**config.mk**
```make
export PLATFORM = sky130hd
export DESIGN_NAME = diffclk_gate
export DESIGN_NICKNAME = d
export VERILOG_FILES = /design/src/rtl/diffclk_gate.sv
export SDC_FILE = /design/constraint.sdc
export NUM_CORES = 1
export LEC_CHECK = 0
export BUFFER_PORTS_ARGS = -buffer_cell sky130_fd_sc_hd__buf_4
export CAP_MARGIN = 0
export CELL_PAD_IN_SITES_DETAIL_PLACEMENT = 1
export CELL_PAD_IN_SITES_GLOBAL_PLACEMENT = 2
export CORE_MARGIN = 2
export CORE_UTILIZATION = 26
export DETAILED_ROUTE_END_ITERATION = 7
export GPL_ROUTABILITY_DRIVEN = 0
export GPL_TIMING_DRIVEN = 0
export PLACE_DENSITY = 0.73
export SYNTH_ARGS = -nofsm -noshare
export SYNTH_HDL_FRONTEND = slang
export SYNTH_SLANG_ARGS = --single-unit
```
**constraint.sdc**
```tcl
create_clock -name clk_i -period 1.35 [get_ports clk_i]
set_input_delay 0.2025 -clock clk_i [delete_from_list [all_inputs] [get_ports clk_i]]
set_output_delay 0.2025 -clock clk_i [all_outputs]
set_load 0.02 [all_outputs]
```
**src/rtl/diffclk_gate.sv**
```systemverilog
module diffclk_gate #(
  parameter int NUM_PAIRS   = 4,
  parameter int SYNC_STAGES = 2
) (
  input  logic                 clk_i,
  input  logic                 rst_ni,
  input  logic                 src_i,
  input  logic                 pol_inv_i,
  input  logic                 pin_en_first_i,
  input  logic                 pin_en_last_i,
  input  logic                 stop_ni,
  input  logic                 pwrdn_ni,
  input  logic                 cfg_full_rate_i,
  input  logic                 cfg_stop_float_i,
  input  logic                 cfg_pwrdn_float_i,
  input  logic [NUM_PAIRS-1:0] cfg_pair_en_i,
  input  logic [NUM_PAIRS-1:0] cfg_stop_sel_i,
  output logic [NUM_PAIRS-1:0] out_p_o,
  output logic [NUM_PAIRS-1:0] out_n_o,
  output logic [NUM_PAIRS-1:0] out_oe_o
);

  localparam int LAST = NUM_PAIRS - 1;

  typedef enum logic [1:0] {PM_FLOAT = 2'd0, PM_HOLD = 2'd1, PM_RUN = 2'd2} pair_mode_e;

  logic stop_raw, pwrdn_raw, stop_s, pwrdn_s;
  logic [SYNC_STAGES-1:0] stop_sync, pwrdn_sync;
  logic src_d, div_q, base_clk;
  logic [NUM_PAIRS-1:0] pin_ok;
  pair_mode_e mode_q [NUM_PAIRS];

  assign stop_raw  = ~stop_ni  ^ pol_inv_i;
  assign pwrdn_raw = ~pwrdn_ni ^ pol_inv_i;

  always_ff @(posedge clk_i or negedge rst_ni) begin
    if (!rst_ni) begin
      stop_sync  <= '0;
      pwrdn_sync <= '0;
    end else begin
      stop_sync  <= {stop_sync[SYNC_STAGES-2:0], stop_raw};
      pwrdn_sync <= {pwrdn_sync[SYNC_STAGES-2:0], pwrdn_raw};
    end
  end

  assign stop_s  = stop_sync[SYNC_STAGES-1];
  assign pwrdn_s = pwrdn_sync[SYNC_STAGES-1];

  always_ff @(posedge clk_i or negedge rst_ni) begin
    if (!rst_ni) begin
      src_d <= 1'b0;
      div_q <= 1'b0;
    end else begin
      src_d <= src_i;
      div_q <= div_q ^ (src_i & ~src_d);
    end
  end

  assign base_clk = cfg_full_rate_i ? src_d : div_q;

  for (genvar g = 0; g < NUM_PAIRS; g++) begin : g_pair
    pair_mode_e want;

    if (g == 0) begin : g_first
      assign pin_ok[g] = pin_en_first_i ^ pol_inv_i;
    end else if (g == LAST) begin : g_last
      assign pin_ok[g] = pin_en_last_i ^ pol_inv_i;
    end else begin : g_mid
      assign pin_ok[g] = 1'b1;
    end

    always_comb begin
      if (!(pin_ok[g] && cfg_pair_en_i[g]))     want = PM_FLOAT;
      else if (pwrdn_s)                         want = cfg_pwrdn_float_i ? PM_FLOAT : PM_HOLD;
      else if (stop_s && cfg_stop_sel_i[g])     want = cfg_stop_float_i ? PM_FLOAT : PM_HOLD;
      else                                      want = PM_RUN;
    end

    always_ff @(posedge clk_i or negedge rst_ni) begin
      if (!rst_ni)        mode_q[g] <= PM_FLOAT;
      else if (!base_clk) mode_q[g] <= want;
    end

    assign out_oe_o[g] = (mode_q[g] != PM_FLOAT);
    assign out_p_o[g]  = (mode_q[g] == PM_HOLD) | ((mode_q[g] == PM_RUN) & base_clk);
    assign out_n_o[g]  = (mode_q[g] == PM_RUN) & ~base_clk;

    AST_NO_RUNT: assert property (@(posedge clk_i) disable iff (!rst_ni)
      base_clk |=> $stable(mode_q[g]));

    AST_FLOAT_QUIET: assert property (@(posedge clk_i) disable iff (!rst_ni)
      !out_oe_o[g] |-> (!out_p_o[g] && !out_n_o[g]));

    AST_PAIR_COMPLEMENT: assert property (@(posedge clk_i) disable iff (!rst_ni)
      out_oe_o[g] |-> (out_p_o[g] != out_n_o[g]));

    AST_DISABLE_FLOATS: assert property (@(posedge clk_i) disable iff (!rst_ni)
      (!cfg_pair_en_i[g] && !base_clk) |=> !out_oe_o[g]);

    AST_PWRDN_PARKS: assert property (@(posedge clk_i) disable iff (!rst_ni)
      (pwrdn_s && !cfg_pwrdn_float_i && pin_ok[g] && cfg_pair_en_i[g] && !base_clk)
      |=> (out_oe_o[g] && out_p_o[g] && !out_n_o[g]));
  end

endmodule

```
# Word level (Yosys, flattened, before mapping)
# Index checks and enable logic that the tools add are counted.
[totals]
ff_bits = 14
inputBits = 19
out_inout_bits = 12
word_cells = 63
[classes]
n_eq_ne = 8
n_mux = 15
n_bitwise = 22
reduce_logical = 10
[ops]
columns = ["operator", "n"]
rows = [
  ["2-to-1 mux 2 bit", 12],
  ["AND 1 bit", 9],
  ["== test 2 x 1 -> 1 bit (second input constant)", 4],
  ["== test 2 bit (second input constant)", 4],
  ["nonzero test 2 bit", 4],
  ["logical AND 1 bit", 6],
  ["bitwise XOR 1 bit", 5],
  ["inverter 1 bit", 4],
  ["OR 1 bit", 4],
  ["2-to-1 mux 1 bit", 3],
]

# Depth between registers and ports, before layout
# Gate-level depths: netlist of the first run.
[logic_depth]
depth_word = 4
mapped_depth = 4
ltp_nobuf = 3

# Worst setup path before layout of the first run
# No wires, ideal clock.
[synth_timing]
kind = "register -> output"
startpoint = "register div_q"
endpoint = "output out_n_o[0]"
arrival_time_ns = 1.149
required_ns = 1.148
path_slack_ns = -0.001
path_stages_with_launch = 4
n_path_buf = 1
path_cell_list = "dfrtp_1 mux2_4 buf_6 nor2_1"
[synth_between]
elab_chain_len = 3
[synth_rtl]
columns = ["element", "line", "source"]
rows = [
  ["start, declared", "29", "logic src_d, div_q, base_clk;"],
  ["start signal, assigned", "55", "div_q <= div_q ^ (src_i & ~src_d);"],
  ["2-to-1 mux 1 bit", "59", "assign base_clk = cfg_full_rate_i ? src_d : div_q;"],
  ["inverter 1 bit", "86", "assign out_n_o[g] = (mode_q[g] == PM_RUN) & ~base_clk;"],
  ["AND 1 bit", "86", ""],
  ["end, declared", "19", "output logic [NUM_PAIRS-1:0] out_n_o,"],
]
# No other way between the ends.

# Worst setup path after layout of the first run
[layout_timing]
startpoint = "register div_q"
endpoint = "output out_n_o[2]"
# The elaborated chain is that of the path after synthesis.

==> results.py, run 1 <==
metrics = {
    "run_status": {
        "status": "finished, violations left",
        "violations": "negative setup slack",
    },
    "die": {
        "ioPinCount": 31,
        "die_w_um": 56.5,
        "die_h_um": 56.5,
        "dieArea_sq_um": 3190,
        "core_sq_um": 2690,
        "initial_core_util_pct": 26.7,
        "placementRows": 19,
    },
    "critical_path": {
        "required_ns": 1.15,
        "crit_family": "flip-flops",
        "rr_startpoint": "div_q",
        "cpMaxStageDelayCell": "dfrtp_1",
        "crit_fanout": 6,
        "cp_cell_sequence": "mux2_4, nor2_4, buf_6",
        "crit_path_end_kind": "primary output",
        "r2r_setup_slack_ns": -0.03,
        "slowest_delay_ns": 0.43,
        "crit_buf_inv": 1,
        "cp.arrival_ns": 1.30,
        "critPathLaunchType": "flop",
        "worstSetupPathType": "reg2out",
        "r2r_cells": 4,
        "r2r_end": "mode_q[3]",
    },
    "hold_path": {
        "min_from": "src_i",
        "whs_path_depth": 1,
        "holdPathEnd": "src_d",
        "worstHoldPathType": "in2reg",
    },
    "synth": {
        "ys_types": 20,
        "ys_seq_area_share_pct": 48.9,
        "synth_seq_cells": 14,
        "netlist_area_sq_um": 717,
        "ys.warnings.count": 0,
        "syn_inst": 71,
        "avgSynthCellArea_sq_um": 10.1,
        "synth_nets": 90,
    },
    "power_and_ir_drop": {
        "leakage_nw": 0.563,
        "ir_worst_vdd_mv": 0.896,
        "power_density_nw_per_um2": 1510,
    },
    "layout": {
        "n_fill_cell": 307,
        "final_core_utilization_pct": 45.8,
        "area_growth_pct": 71.7,
        "layout-drive-gt1-share_pct": 56.6,
        "antenna_cells": 0,
        "nNetsFinal": 133,
    },
    "timing": {
        "setup_slack_ns": -0.157,
        "hold_viol_final": 0,
        "period_needed_ns": 1.51,
        "tightest_slew_ns": 0.191,
        "drv_slew": 0,
        "finalSetupViolCount": 10,
        "holdWs_ns": 0.0374,
        "period_share_pct": 112,
        "max_freq_ghz": 0.663,
        "slew_headroom_pct": 86.9,
        "finClkSkew_ns": 0.00138,
        "rsz0062_at_grt": "true",
    },
    "drt": {
        "vias": 668,
        "drt_iter0_markers": 16,
        "firstDrtPassIters": 2,
        "wl_per_cell_um": 12.7,
        "drc": 0,
        "ant_nets": 0,
        "viasPerCell": 4.64,
        "wl_mm": 1.83,
    },
    "global_routing": {
        "first_global_vias": 697,
        "grt_usage_pct": 12.5,
        "grt_max_degree": 15,
        "antenna_found_initial": 0,
        "gr-total-overflow": 0,
        "grt_pass1_wl_mm": 3.04,
    },
    "clocking": {
        "cts_sinks": 14,
        "numCtsBuffers": 3,
        "cts_root_buffer": "clkbuf_4",
        "clockBufferDepth": 2,
        "clk_pin_slew_worst_paths_ns": 0.08,
        "insertion_delay_ns": 0.28,
        "cts_tree": "done",
        "cts_htree_levels": 1,
    },
    "placed_design": {
        "port_buffers": 30,
        "place_ws_ns": -0.0217,
        "dpl.hpwl_mm": 1.39,
    },
    "run": {
        "cap_violations": 0,
    },
}
==> cells by family after synthesis <==
logic type	after synthesis	share of synthesized area [%]
flops	14	48.9
simple gates	32	21.8
buf+inv	1	1.57
mux	3	6.63
xor+xnor	5	6.11
compound gates	16	15.0
==> synthesized netlist by cell type, drive strengths merged <==
cell	number	area, sq um
a21o	2	15.0
xnor2	3	26.3
mux2	1	15.0
xor2	2	17.5
mux2i	2	32.5
a21oi	2	10.0
o21ai	9	52.6
nand3	1	5.00
dfrtp	14	350
nor2	6	22.5
o31ai	1	12.5
or2	4	25.0
a22o	2	17.5
nand2	11	41.3
nand2b	9	56.3
buf	1	11.3
nand4	1	6.26
==> layout make-up <==
type | instances | area, sq um | area share, %
timing repair buffer | 39 | 360 | 29.3
sequential | 14 | 350 | 28.5
clock buffer | 4 | 36.3 | 2.95
multi-input combinational | 56 | 445 | 36.2
tap | 31 | 38.8 | 3.15
==> routing by layer <==
metal	wire [um]	vias up	global-route usage [%]	part of all wire [%]
li1	-	321	-	-
met1	747	327	14.2	41
met2	954	18	21.4	52
met3	111	2	5.53	6.1
met4	19	0	3.06	1.0
met5	0	-	0	0
==> report_power, final <==
| group | leakage [nW] | total, mW | switching (mW) | internal, mW |
|---|---|---|---|---|
| clock network | 0.0210 | 0.299 | 0.135 | 0.164 |
| registers | 0.178 | 0.581 | 0.0880 | 0.493 |
| logic | 0.364 | 0.982 | 0.437 | 0.545 |
==> timing repair <==
action	CTS	global route
hold buffers	1	0
pin swaps	4	8
endpoints found under the setup margin	12	15
gates resized for setup	11	29
gates cloned	0	0
endpoints found under the hold margin	14	0
buffers inserted	7	2
==> metrics by stage <==
| stage | setup TNS, ns | instances | cell area [sq um] | power [mW] |
|---|---|---|---|---|
| CTS | -1.40 | 143 | 1090 | 1.65 |
| floorplan | -0.00540 | 71 | 717 | 0.952 |
| global route | -1.49 | 144 | 1230 | 1.99 |
| global placement | 0 | 132 | 981 | 1.21 |
| detailed placement | -0.0662 | 132 | 981 | 1.23 |
| finish | -0.949 | 144 | 1230 | 1.86 |
==> worst max-delay path by stage <==
stage	startpoint	endpoint	slack (ns)	cells past startpoint
floorplan	div_q	out_n_o[0]	-0.001	3
global placement	div_q	out_n_o[0]	0.008	4
detailed placement	div_q	out_n_o[2]	-0.02	4
CTS	div_q	out_n_o[2]	-0.18	3
global route	div_q	out_n_o[2]	-0.22	3
finish	div_q	out_n_o[2]	-0.16	3
==> layout by cell type, fill, tap and decap left out, types with 2 or more instances in the layout <==
cell / n
nand2b_1: 5
nor2_4: 4
o21ai_1: 3
xnor2_1: 3
xor2_1: 2
a21o_1: 2
buf_4: 23
a21oi_1: 2
buf_6: 14
nand2_1: 11
nand2b_4: 3
dfrtp_1: 14
a22o_1: 2
or2_4: 4
o21ai_2: 5
clkbuf_4: 3
==> registers in the layout (all words and copies together) (netlist names) <==
name / cells
stop_sync: 2
pwrdn_sync: 2
div_q: 1
src_d: 1
mode_q: 8
No activity file was read; power rests on OpenSTA's default activity.
==> run 2: changes to the inputs <==
==> constraint.sdc (replaced) <==
create_clock -name clk_i -period 1.35 [get_ports clk_i]
set_input_delay 0.135 -clock clk_i [delete_from_list [all_inputs] [get_ports clk_i]]
set_output_delay 0.135 -clock clk_i [all_outputs]
set_load 0.02 [all_outputs]
==> run 2 against run 1 <==
The run still ends with negative setup slack left. First-iteration DRC count fell by 44%. Sequential power fell by 1%. Non-clock buffer count fell by 1. Register-to-register slack got worse by 0.07 ns. Global-route usage rose by 0.096 points. Critical path depth rose by 1. Total power fell by 6.1%. Final cell count fell by 0.69%. Sequential share of layout area rose by 1.5 points. Critical path type is now reg2reg. Critical endpoint is now mode_q[3]. Worst setup slack improved by 0.057 ns. Sequential cell count did not move. Highest routed layer unchanged. Clock skew rose by 0.0039 ns.
==> results.py, run 2 (synthesis results as in run 1) <==
metrics = {
    "layout": {
        "nNetsFinal": 132,
        "antenna_cells": 0,
        "largest_reg_flops": 8,
        "layout-drive-gt1-share_pct": 53.6,
        "top_regs": "mode_q (8), pwrdn_sync (2), stop_sync (2)",
        "layout_common_cells": "buf_4, dfrtp_1, nand2_1",
        "multi_input_area_sq_um": 417,
        "n_fill_cell": 313,
        "fin_area_sq_um": 1170,
        "area_growth_pct": 63.4,
        "largest-register": "mode_q",
        "seqCellArea_sq_um": 350,
        "stdcell_count": 143,
        "layout_commonest_cell": "buf_4",
    },
    "clocking": {
        "numCtsBuffers": 3,
        "clk_pin_slew_worst_paths_ns": 0.09,
        "cts_htree_levels": 1,
        "clockBufferDepth": 2,
        "cts_sinks": 14,
        "insertion_delay_ns": 0.28,
        "cts_tree": "done",
        "cts_root_buffer": "clkbuf_4",
    },
    "global_routing": {
        "grt_usage_pct": 12.6,
        "grt_max_degree": 15,
        "gr-total-overflow": 0,
        "first_global_vias": 699,
        "antenna_found_initial": 0,
        "grt_pass1_wl_mm": 3.06,
    },
    "drt": {
        "wl_per_cell_um": 12.7,
        "viasPerCell": 4.59,
        "firstDrtPassIters": 2,
        "wl_mm": 1.81,
        "vias": 656,
        "drc": 0,
        "ant_nets": 0,
        "drt_iter0_markers": 9,
    },
    "timing": {
        "rsz0062_at_grt": "true",
        "setup_slack_ns": -0.101,
        "tightest_slew_ns": 0.191,
        "max_freq_ghz": 0.689,
        "period_share_pct": 107,
        "slew_headroom_pct": 86.9,
        "hold_viol_final": 0,
        "holdWs_ns": 0.0208,
        "finClkSkew_ns": 0.00524,
        "finalSetupViolCount": 9,
        "drv_slew": 0,
        "period_needed_ns": 1.45,
    },
    "power_and_ir_drop": {
        "power_density_nw_per_um2": 1490,
        "p_total_mw": 1.75,
        "ir_worst_vdd_mv": 0.821,
        "leakage_nw": 0.548,
    },
    "die": {
        "ioPinCount": 31,
        "die_h_um": 56.5,
        "die_w_um": 56.5,
        "placementRows": 19,
        "initial_core_util_pct": 26.7,
        "dieArea_sq_um": 3190,
        "core_sq_um": 2690,
    },
    "critical_path": {
        "required_ns": 1.53,
        "r2r_cells": 4,
        "r2r_end": "mode_q[3]",
        "slowest_delay_ns": 0.43,
        "cp_cell_sequence": "mux2_4, buf_4, buf_4, a22o_1",
        "worstSetupPathType": "reg2reg",
        "r2r_setup_slack_ns": -0.10,
        "crit_buf_inv": 2,
        "cp.arrival_ns": 1.63,
        "cpMaxStageDelayCell": "dfrtp_1",
        "crit_path_end_kind": "flop",
        "crit_fanout": 7,
        "crit_family": "flip-flops",
        "critPathLaunchType": "flop",
        "rr_startpoint": "div_q",
        "cpMostUsedCell": "buf_4",
    },
    "hold_path": {
        "worstHoldPathType": "in2reg",
        "min_from": "stop_ni",
        "whs_path_depth": 2,
        "holdPathEnd": "stop_sync[0]",
    },
    "placed_design": {
        "dpl.hpwl_mm": 1.39,
        "port_buffers": 30,
        "dp.cells": 132,
        "placed_area_sq_um": 981,
    },
    "run": {
        "cap_violations": 0,
    },
    "run_status": {
        "status": "finished, violations left",
        "violations": "negative setup slack",
    },
}
-- run 2: cell types whose count changed in the layout (fill, tap and decap cells not counted) --
cell / previous run / this run
buf_6: 14 / 7
buf_4: 23 / 28
or2_2: 0 / 3
or2_4: 4 / 1
nand2b_1: 5 / 7
nand2b_4: 3 / 1
o21ai_2: 5 / 7
dlygate4sd3_1: 1 / 2
nor2_1: 1 / 2
nor2_2: 1 / 0
o21ai_1: 3 / 2
o21ai_4: 1 / 0
-- run 2: cell type report --
cell class                      count  share of cell area (%)
Sequential cell                    14                    29.9
Clock buffer                        4                    3.10
Multi-Input combinational cell     56                    35.6
Tap cell                           31                    3.31
Timing Repair Buffer               38                    28.1
-- run 2: worst register-to-register path, cell delays in order, from the launching register on --
cell and delay [ns]:
dfrtp_1 0.43, mux2_4 0.38, buf_4 0.18, buf_4 0.15, a22o_1 0.22
-- run 2: how the worst max path moves through the flow --
| stage | slack [ns] | cells past startpoint | startpoint | end |
|---|---|---|---|---|
| 2_1_floorplan | 0.07 | 3 | div_q | out_n_o[0] |
| 3_5_place_dp | 0.05 | 4 | div_q | out_n_o[2] |
| 5_1_grt | -0.16 | 3 | div_q | out_n_o[2] |
| 4_1_cts | -0.12 | 3 | div_q | out_n_o[2] |
| 3_3_place_gp | 0.08 | 4 | div_q | out_n_o[0] |
| 6_report | -0.10 | 4 | div_q | mode_q[3] |
-- run 2: where the power goes --
part,internal (mW),switching [mW]
clock,0.164,0.140
sequential,0.493,0.0791
combinational,0.455,0.416
-- run 2: timing repair --
item                       CTS  global route
setup endpoints to repair    8            11
pin swaps                    4             5
hold buffers                 2             0
setup buffers                5             1
hold endpoints to repair    15             0
resized for setup            8            19
-- run 2: per-layer routing --
metal | part of all wire, % | wire, um | GRT usage, %
met2 | 51 | 933 | 21.9
met5 | 0 | 0 | 0
met4 | 1.0 | 19 | 3.06
met1 | 41 | 751 | 14.0
met3 | 6.0 | 109 | 5.53
-- run 2: metrics by stage --
stage          utilization (%)  setup slack [ns]  setup TNS (ns)
6_report                  43.6            -0.101          -0.583
5_1_grt                   43.6            -0.160           -1.12
4_1_cts                   40.1            -0.117          -0.864
3_5_place_dp              36.5            0.0458               0
3_3_place_gp              36.5            0.0758               0
2_1_floorplan                -            0.0661               0
